==> src/rtl/manch_pkg.sv <==
package manch_pkg;
  localparam int LEN_W = 4;

  typedef enum logic [1:0] {
    PAT_ONES  = 2'd0,
    PAT_ZEROS = 2'd1,
    PAT_ZO    = 2'd2,
    PAT_OZ    = 2'd3
  } pat_e;

  typedef struct packed {
    logic             pol;
    pat_e             pat;
    logic [LEN_W-1:0] len;
  } frame_cfg_t;
endpackage

==> src/rtl/manch_bit_sel.sv <==
module manch_bit_sel
  import manch_pkg::*;
#(
  parameter int DATA_W = 8,
  parameter int IDX_W  = 5
) (
  input  logic [IDX_W-1:0]  idx_i,
  input  frame_cfg_t        cfg_i,
  input  logic [DATA_W-1:0] data_i,
  output logic              bit_o
);
  logic [IDX_W-1:0] len_x;
  logic [IDX_W-1:0] data_off;
  logic             pre_bit;
  logic             data_bit;

  assign len_x    = IDX_W'(cfg_i.len);
  assign data_off = idx_i - len_x - IDX_W'(1);

  always_comb begin
    unique case (cfg_i.pat)
      PAT_ONES:  pre_bit = 1'b1;
      PAT_ZEROS: pre_bit = 1'b0;
      PAT_ZO:    pre_bit = idx_i[0];
      default:   pre_bit = ~idx_i[0];
    endcase
  end

  always_comb begin
    data_bit = 1'b0;
    for (int i = 0; i < DATA_W; i++)
      if (data_off == IDX_W'(i)) data_bit = data_i[i];
  end

  // preamble, then start bit (0), then data
  always_comb begin
    if (idx_i < len_x)       bit_o = pre_bit;
    else if (idx_i == len_x) bit_o = 1'b0;
    else                     bit_o = data_bit;
  end
endmodule

==> src/rtl/manch_enc.sv <==
module manch_enc (
  input  logic bit_i,
  input  logic pol_i,
  input  logic second_i,
  output logic lvl_o
);
  // first half level = bit ^ pol, second half is its complement
  assign lvl_o = bit_i ^ pol_i ^ second_i;
endmodule

==> src/rtl/manch_tx.sv <==
module manch_tx
  import manch_pkg::*;
#(
  parameter int DATA_W = 8
) (
  input  logic              clk_i,
  input  logic              rst_ni,
  input  logic              half_tick_i,
  input  logic              pol_i,
  input  logic [1:0]        pat_sel_i,
  input  logic [LEN_W-1:0]  pre_len_i,
  input  logic              idle_lvl_i,
  input  logic [DATA_W-1:0] data_i,
  input  logic              valid_i,
  output logic              ready_o,
  output logic              line_o,
  output logic              busy_o
);
  localparam int MAX_BITS = (2 ** LEN_W) - 1 + 1 + DATA_W;
  localparam int CNT_W    = $clog2(2 * MAX_BITS + 1);
  localparam int IDX_W    = CNT_W - 1;

  frame_cfg_t        cfg_q;
  logic [DATA_W-1:0] data_q;
  logic [CNT_W-1:0]  cnt_q;
  logic              busy_q;
  logic              line_q;
  logic [CNT_W-1:0]  total_halves;
  logic              cur_bit;
  logic              cur_lvl;

  assign total_halves = CNT_W'((CNT_W'(cfg_q.len) + CNT_W'(DATA_W + 1)) << 1);

  manch_bit_sel #(.DATA_W(DATA_W), .IDX_W(IDX_W)) u_bit_sel (
    .idx_i  (cnt_q[CNT_W-1:1]),
    .cfg_i  (cfg_q),
    .data_i (data_q),
    .bit_o  (cur_bit)
  );

  manch_enc u_enc (
    .bit_i    (cur_bit),
    .pol_i    (cfg_q.pol),
    .second_i (cnt_q[0]),
    .lvl_o    (cur_lvl)
  );

  always_ff @(posedge clk_i or negedge rst_ni) begin
    if (!rst_ni) begin
      busy_q <= 1'b0;
      line_q <= 1'b1;
      cnt_q  <= '0;
      data_q <= '0;
      cfg_q  <= '{pol: 1'b1, pat: PAT_ONES, len: LEN_W'(4)};
    end else if (!busy_q) begin
      line_q <= idle_lvl_i;
      if (valid_i) begin
        busy_q <= 1'b1;
        cnt_q  <= '0;
        data_q <= data_i;
        cfg_q  <= '{pol: pol_i, pat: pat_e'(pat_sel_i), len: pre_len_i};
      end
    end else if (half_tick_i) begin
      if (cnt_q == total_halves) begin
        busy_q <= 1'b0;
        line_q <= idle_lvl_i;
      end else begin
        line_q <= cur_lvl;
        cnt_q  <= cnt_q + CNT_W'(1);
      end
    end
  end

  assign busy_o  = busy_q;
  assign ready_o = ~busy_q;
  assign line_o  = line_q;
endmodule

==> config.mk <==
export PLATFORM = sky130hd
export DESIGN_NAME = manch_tx
export DESIGN_NICKNAME = d
export VERILOG_FILES = /design/src/rtl/manch_pkg.sv /design/src/rtl/manch_bit_sel.sv /design/src/rtl/manch_enc.sv /design/src/rtl/manch_tx.sv
export SDC_FILE = /design/constraint.sdc
export NUM_CORES = 1
export LEC_CHECK = 0
export BUFFER_PORTS_ARGS = -buffer_cell sky130_fd_sc_hd__buf_2
export CORE_MARGIN = 5
export CORE_UTILIZATION = 37
export DETAILED_ROUTE_END_ITERATION = 8
export PLACE_DENSITY = 0.65
export SLEW_MARGIN = 25
export SYNTH_ARGS = -nofsm -noshare
export SYNTH_HDL_FRONTEND = slang
export SYNTH_SLANG_ARGS = --single-unit
==> constraint.sdc <==
create_clock -name clk_i -period 4.2 [get_ports clk_i]
set_clock_uncertainty 0.05 [all_clocks]
set_input_delay 0.63 -clock clk_i [delete_from_list [all_inputs] [get_ports clk_i]]
set_output_delay 0.63 -clock clk_i [all_outputs]
set_load 0.01 [all_outputs]
Yosys cells after proc, flatten, opt, wreduce, memory -nomap -nowiden --
Index checks and enable logic that the tools add are counted.
Storage, ports and cells: input port bits 20, word-level logic and storage cells 56, register bits 23, output and inout port bits 3
Cells by class: add/sub/neg operators 4, reductions and logical operators 5, multiplexer cells 22, bitwise gates (word level) 4, order comparisons 1, equality and inequality tests 13
Operators by type and width (count):
- two-way mux 6 bit | 4
- equality test 5 x 3 -> 1 bit (second input constant) | 4
- two-way mux 1 bit | 17
- equality test 5 x 2 -> 1 bit (second input constant) | 2
- adder 6 x 1 -> 6 bit (second input constant) | 1
- equality test 6 bit | 1
- adder 4 x 4 -> 5 bit (second input constant) | 1
- equality test 5 x 1 -> 1 bit (second input constant) | 1
- equality test 5 x 4 -> 1 bit | 1
- logical NOT 5 bit | 1
- < comparator 5 x 4 -> 1 bit | 1
- subtractor 5 x 1 -> 5 bit (second input constant) | 1
- subtractor 5 x 4 -> 5 bit | 1
- != test 2 bit (second input constant) | 2
- one-hot mux 1 bit (3 select lines) | 1
- AND reduction 3 bit | 1
- equality test 2 x 1 -> 1 bit (second input constant) | 1
- equality test 2 bit (second input constant) | 1
- logical NOT 2 bit | 1
- NOT 1 bit | 2
- AND reduction 2 bit | 1
- nonzero test 2 bit | 1
- XOR 1 bit | 2

Logic depth before layout (Yosys ltp) --
word-level depth 18, mapped depth 10, gate-level depth less buffers 10

Modules after synthesis --
A second synthesis with hierarchy kept.
Second synthesis, totals: cells, all modules 168, area, all modules 1460.2 um^2
By module, submodules not included:
- manch_tx | cells each 126, area each 1118.6 um^2, times used 1, seq. area each 579.3 um^2
- manch_bit_sel | cells each 41, area each 317.8 um^2, times used 1, seq. area each 0.0 um^2
- manch_enc | cells each 1, area each 23.8 um^2, times used 1, seq. area each 0.0 um^2

Least setup slack after synthesis --
OpenSTA, ideal clock, no wires.
kind reg-to-reg, start register cfg_q[0] in the netlist's numbering, end register line_q, in the netlist line_o, required time 4069 ps, slack 1305 ps, library setup time 81 ps, data arrival time 2764 ps, clock period less this slack 2895 ps, path buffers 0, stages on the path, launching flop included 11, path through dfrtp_1 > inv_1 > ha_1 > inv_1 > fa_1 > xor2_1 > mux4_1 > mux2i_1 > nor4_1 > or4_1 > a211oi_2
Between the ends: longest elaborated chain between the ends 18, elaborated cells on any way between the ends 29, classes of those cells 3 x add/sub; 1 x order compare; 9 x eq/ne; 13 x mux; 2 x bitwise; 1 x reduce/logical
RTL lines:
- from (decl) | line manch_tx.sv:23 | frame_cfg_t cfg_q;
- from (signal assigned) | line manch_tx.sv:54 | cfg_q <= '{pol: 1'b1, pat: PAT_ONES, len: LEN_W'(4)};
- from (signal assigned) | line manch_tx.sv:61 | cfg_q <= '{pol: pol_i, pat: pat_e'(pat_sel_i), len: pre_len_i};
- subtractor 5 x 4 -> 5 bit | line manch_bit_sel.sv:18 | assign data_off = idx_i - len_x - IDX_W'(1);
- subtractor 5 x 1 -> 5 bit | line manch_bit_sel.sv:18
- logical NOT 5 bit | line manch_bit_sel.sv:32 | if (data_off == IDX_W'(i)) data_bit = data_i[i];
- two-way mux 1 bit (8 in series) | line manch_bit_sel.sv:32
- two-way mux 1 bit | line manch_bit_sel.sv:38 | else if (idx_i == len_x) bit_o = 1'b0;
- two-way mux 1 bit | line manch_bit_sel.sv:37 | if (idx_i < len_x) bit_o = pre_bit;
- XOR 1 bit (2 in series) | line manch_enc.sv:8 | assign lvl_o = bit_i ^ pol_i ^ second_i;
- two-way mux 1 bit * | line manch_tx.sv:64 | if (cnt_q == total_halves) begin
- two-way mux 1 bit * | line manch_tx.sv:63 | end else if (half_tick_i) begin
- two-way mux 1 bit * | line manch_tx.sv:55 | end else if (!busy_q) begin
- to (signal assigned) | line manch_tx.sv:56 | line_q <= idle_lvl_i;
- to (signal assigned) | line manch_tx.sv:66 | line_q <= idle_lvl_i;
- to (signal assigned) | line manch_tx.sv:68 | line_q <= cur_lvl;
- to (decl) | line manch_tx.sv:27 | logic line_q;
Every way passes the cells marked *; elsewhere a longest branch is shown, timed or not. The select of a mux whose other input is x is not followed. A chain may end at the register's enable or synchronous reset.

Worst setup path after layout --
start register cnt_q[1], end register line_q, in the netlist line_o
Between the ends: longest elaborated chain between the ends 18, elaborated cells on any way between the ends 30, classes of those cells 2 x add/sub; 1 x order compare; 9 x eq/ne; 14 x mux; 3 x bitwise; 1 x reduce/logical
RTL lines:
- from (decl) | line manch_tx.sv:25 | logic [CNT_W-1:0] cnt_q;
- from (signal assigned) | line manch_tx.sv:69 | cnt_q <= cnt_q + CNT_W'(1);
- subtractor 5 x 4 -> 5 bit | line manch_bit_sel.sv:18
- subtractor 5 x 1 -> 5 bit | line manch_bit_sel.sv:18
- logical NOT 5 bit | line manch_bit_sel.sv:32
- two-way mux 1 bit (8 in series) | line manch_bit_sel.sv:32
- two-way mux 1 bit | line manch_bit_sel.sv:38
- two-way mux 1 bit | line manch_bit_sel.sv:37
- XOR 1 bit (2 in series) | line manch_enc.sv:8
- two-way mux 1 bit * | line manch_tx.sv:64
- two-way mux 1 bit * | line manch_tx.sv:63
- two-way mux 1 bit * | line manch_tx.sv:55
Marks and branches as above.

==> results.py <==
metrics = {
    "run_status": {
        "status": "complete, no violations",
    },
    "floorplan": {
        "ios": 23,
        "fp-row-count": 22,
        "fp.dieH_um": 71.6,
        "coreArea_um2": 3660,
        "dieArea_um2": 5120,
        "start_util": 0.383,
        "die_w_um": 71.6,
    },
    "synthesis": {
        "synth_top_area_cell": "dfrtp_1",
        "async_reset_ff_frac": 1.00,
        "syn_area_um2": 1400,
        "ys_seq_elements": 23,
        "synth.top_cell.area_share": 0.357,
        "synth_top_cells_by_area": "dfrtp_1, mux2_2, ha_1",
        "ys_warn_count": 0,
        "ys_seq_area_frac": 0.413,
        "synth_edf_count": 0,
        "synth_ff_type": "dfrtp_1",
        "synth.distinct_cells": 37,
        "synth_fp_nets": 161,
        "synth.avg_cell_area_um2": 10.5,
        "synth_cells": 133,
    },
    "pwr": {
        "power_density_nw_per_um2": 830,
        "ir_worst_vdd_mv": 0.395,
        "p_leak_nw": 0.733,
    },
    "critical_path": {
        "setup.worst_path.start_class": "flop",
        "cp_max_fo": 7,
        "reg2reg_slack_ns": 1.05,
        "cp.arrival_ns": 3.29,
        "crit_required_ns": 4.35,
        "crit_path_end_kind": "flop",
        "worstSetupPathType": "flop to flop",
    },
    "cells_and_area": {
        "layout_commonest_cell": "buf_2",
        "drive_gt1_frac": 0.288,
        "num-nets-final": 185,
        "diodes": 0,
        "multi_input_area_um2": 771,
        "n_fill_cell": 372,
        "layout_common_cells": "buf_2, dfrtp_1, mux2_2",
        "final_cells": 204,
        "regArea_um2": 579,
        "area_delta_synth_final_pct": 15.2,
    },
    "route": {
        "route.detailed.drc": 0,
        "wire_per_inst_um": 13.3,
        "viasPerCell": 4.96,
        "totalWireLength_um": 2700,
        "postRouteAntennaNets": 0,
        "first_pass_iters": 4,
        "vias": 1011,
        "drt_iter0_drc": 40,
    },
    "global_route": {
        "gr-total-overflow": 0,
        "grt_pass1_wl_um": 4680,
        "grtUsageTotal": 0.114,
        "grt_pass1_vias": 1054,
        "antenna_found_initial": 0,
        "grt_start_max_net_pins": 25,
    },
    "clocking": {
        "clockBufferDepth": 2,
        "cts_resized": 0,
        "cts.hold.buffers_added": 0,
        "cts_made_buffers": 3,
        "postCtsSetupRepairBufs": 0,
        "ctsHtreeMaxLevel": 1,
        "clock_latency_ns": 0.27,
        "cts_sinks": 23,
        "clk_root_buffer_cell": "clkbuf_8",
        "cts_tree": "done",
        "path_clk_slew_ns": 0.08,
    },
    "placement": {
        "dp.cells": 200,
        "dpl.hpwl_um": 2100,
        "pre_cts_slack_ns": 1.04,
        "place.port_buffers": 22,
        "gp_congestion": 0.867,
    },
    "sta": {
        "hold_viol": 0,
        "final-max-slew-violation-count": 0,
        "final.min_clock_period_ns": 3.15,
        "worstMarginPinSlew_ns": 0.512,
        "period_share": 0.749,
        "fin_ws_ns": 1.05,
        "rsz0062_at_grt": "false",
        "setup-violations-final": 0,
        "max_slew_margin": 0.658,
        "fin_tns_setup_ns": 0,
        "max_freq_mhz": 318,
    },
    "hold_path": {
        "hp-class": "input port to asynchronous set/reset pin",
    },
    "flow_run": {
        "cap_violations": 0,
    },
}
registers in the layout, indices dropped and copies added (netlist names):
| signal | cells |
|---|---|
| cnt_q | 6 |
| data_q | 8 |
| line_o | 1 |
| busy_o | 1 |
| cfg_q | 7 |
worst max-delay path: stages (launching register included):
cell and delay [ns]:
dfrtp_1 0.48, ha_1 0.22, inv_1 0.05, fa_1 0.39, xor2_1 0.25, mux4_1 0.58, mux2i_1 0.21, nor4_1 0.07
or4_1 0.55, a211oi_2 0.23
final timing paths:
kind / start / to / depth (start not counted)
max in group asynchronous: rst_ni / cfg_q[2] / 1
max reg2reg: cnt_q[1] / line_o / 9
max: cnt_q[1] / line_o / 9
min reg2reg: cfg_q[5] / cfg_q[5] / 1
min in group clk_i: cfg_q[5] / cfg_q[5] / 1
min: rst_ni / data_q[1] / 1
power by group:
part           internal, mW  switching, mW  leakage (nW)
combinational         0.404          0.344         0.435
clock                0.0664         0.0729        0.0255
sequential            0.340          0.113         0.272
total                 0.810          0.530         0.733
area by class of cell:
type	instances	area share
inverter	9	0.0209
clock inverter	1	0.00310
timing repair buffer	24	0.0775
tap	48	0.0372
sequential	23	0.359
multi-input combinational	96	0.477
clock buffer	3	0.0256
metrics by stage:
| step | total power [mW] | area [um2] | hold slack [ns] | utilization |
|---|---|---|---|---|
| floorplan | 1.05 | 1400 | 0.284 | - |
| finish | 1.34 | 1620 | 0.270 | 0.441 |
| detailed placement | 1.21 | 1570 | 0.445 | 0.429 |
| global placement | 1.18 | 1570 | 0.440 | 0.429 |
| global route | 1.46 | 1620 | 0.314 | 0.441 |
| CTS | 1.35 | 1620 | 0.291 | 0.441 |
cell usage after synthesis (4+ instances only):
cell,number
nor2_1,9
clkbuf_1,5
inv_1,9
nand2_1,10
ha_1,7
xor2_1,5
dfrtp_1,20
a21oi_1,4
o21ai_0,4
mux2_2,11
xnor2_1,10
kinds of logic (layout without fill, tap and decap cells):
logic type	count (synthesis)	in the layout	synth area share
xor gates and xnor gates	15	15	0.0937
and+or+nand+nor	37	37	0.130
buffers and inverters	14	37	0.0375
adders and majority gates	8	8	0.0767
DFF	23	23	0.413
AOI/OAI and AO/OA	20	20	0.102
muxes	16	16	0.147
metal layers:
layer / GRT usage / vias up / part of all wire
li1: - / 511 / -
met1: 0.157 / 472 / 0.49
met2: 0.176 / 24 / 0.45
met4: 0.0188 / 0 / 0.0070
met3: 0.0379 / 4 / 0.052
met5: 0 / - / 0
(Power assumes the default switching activity.)
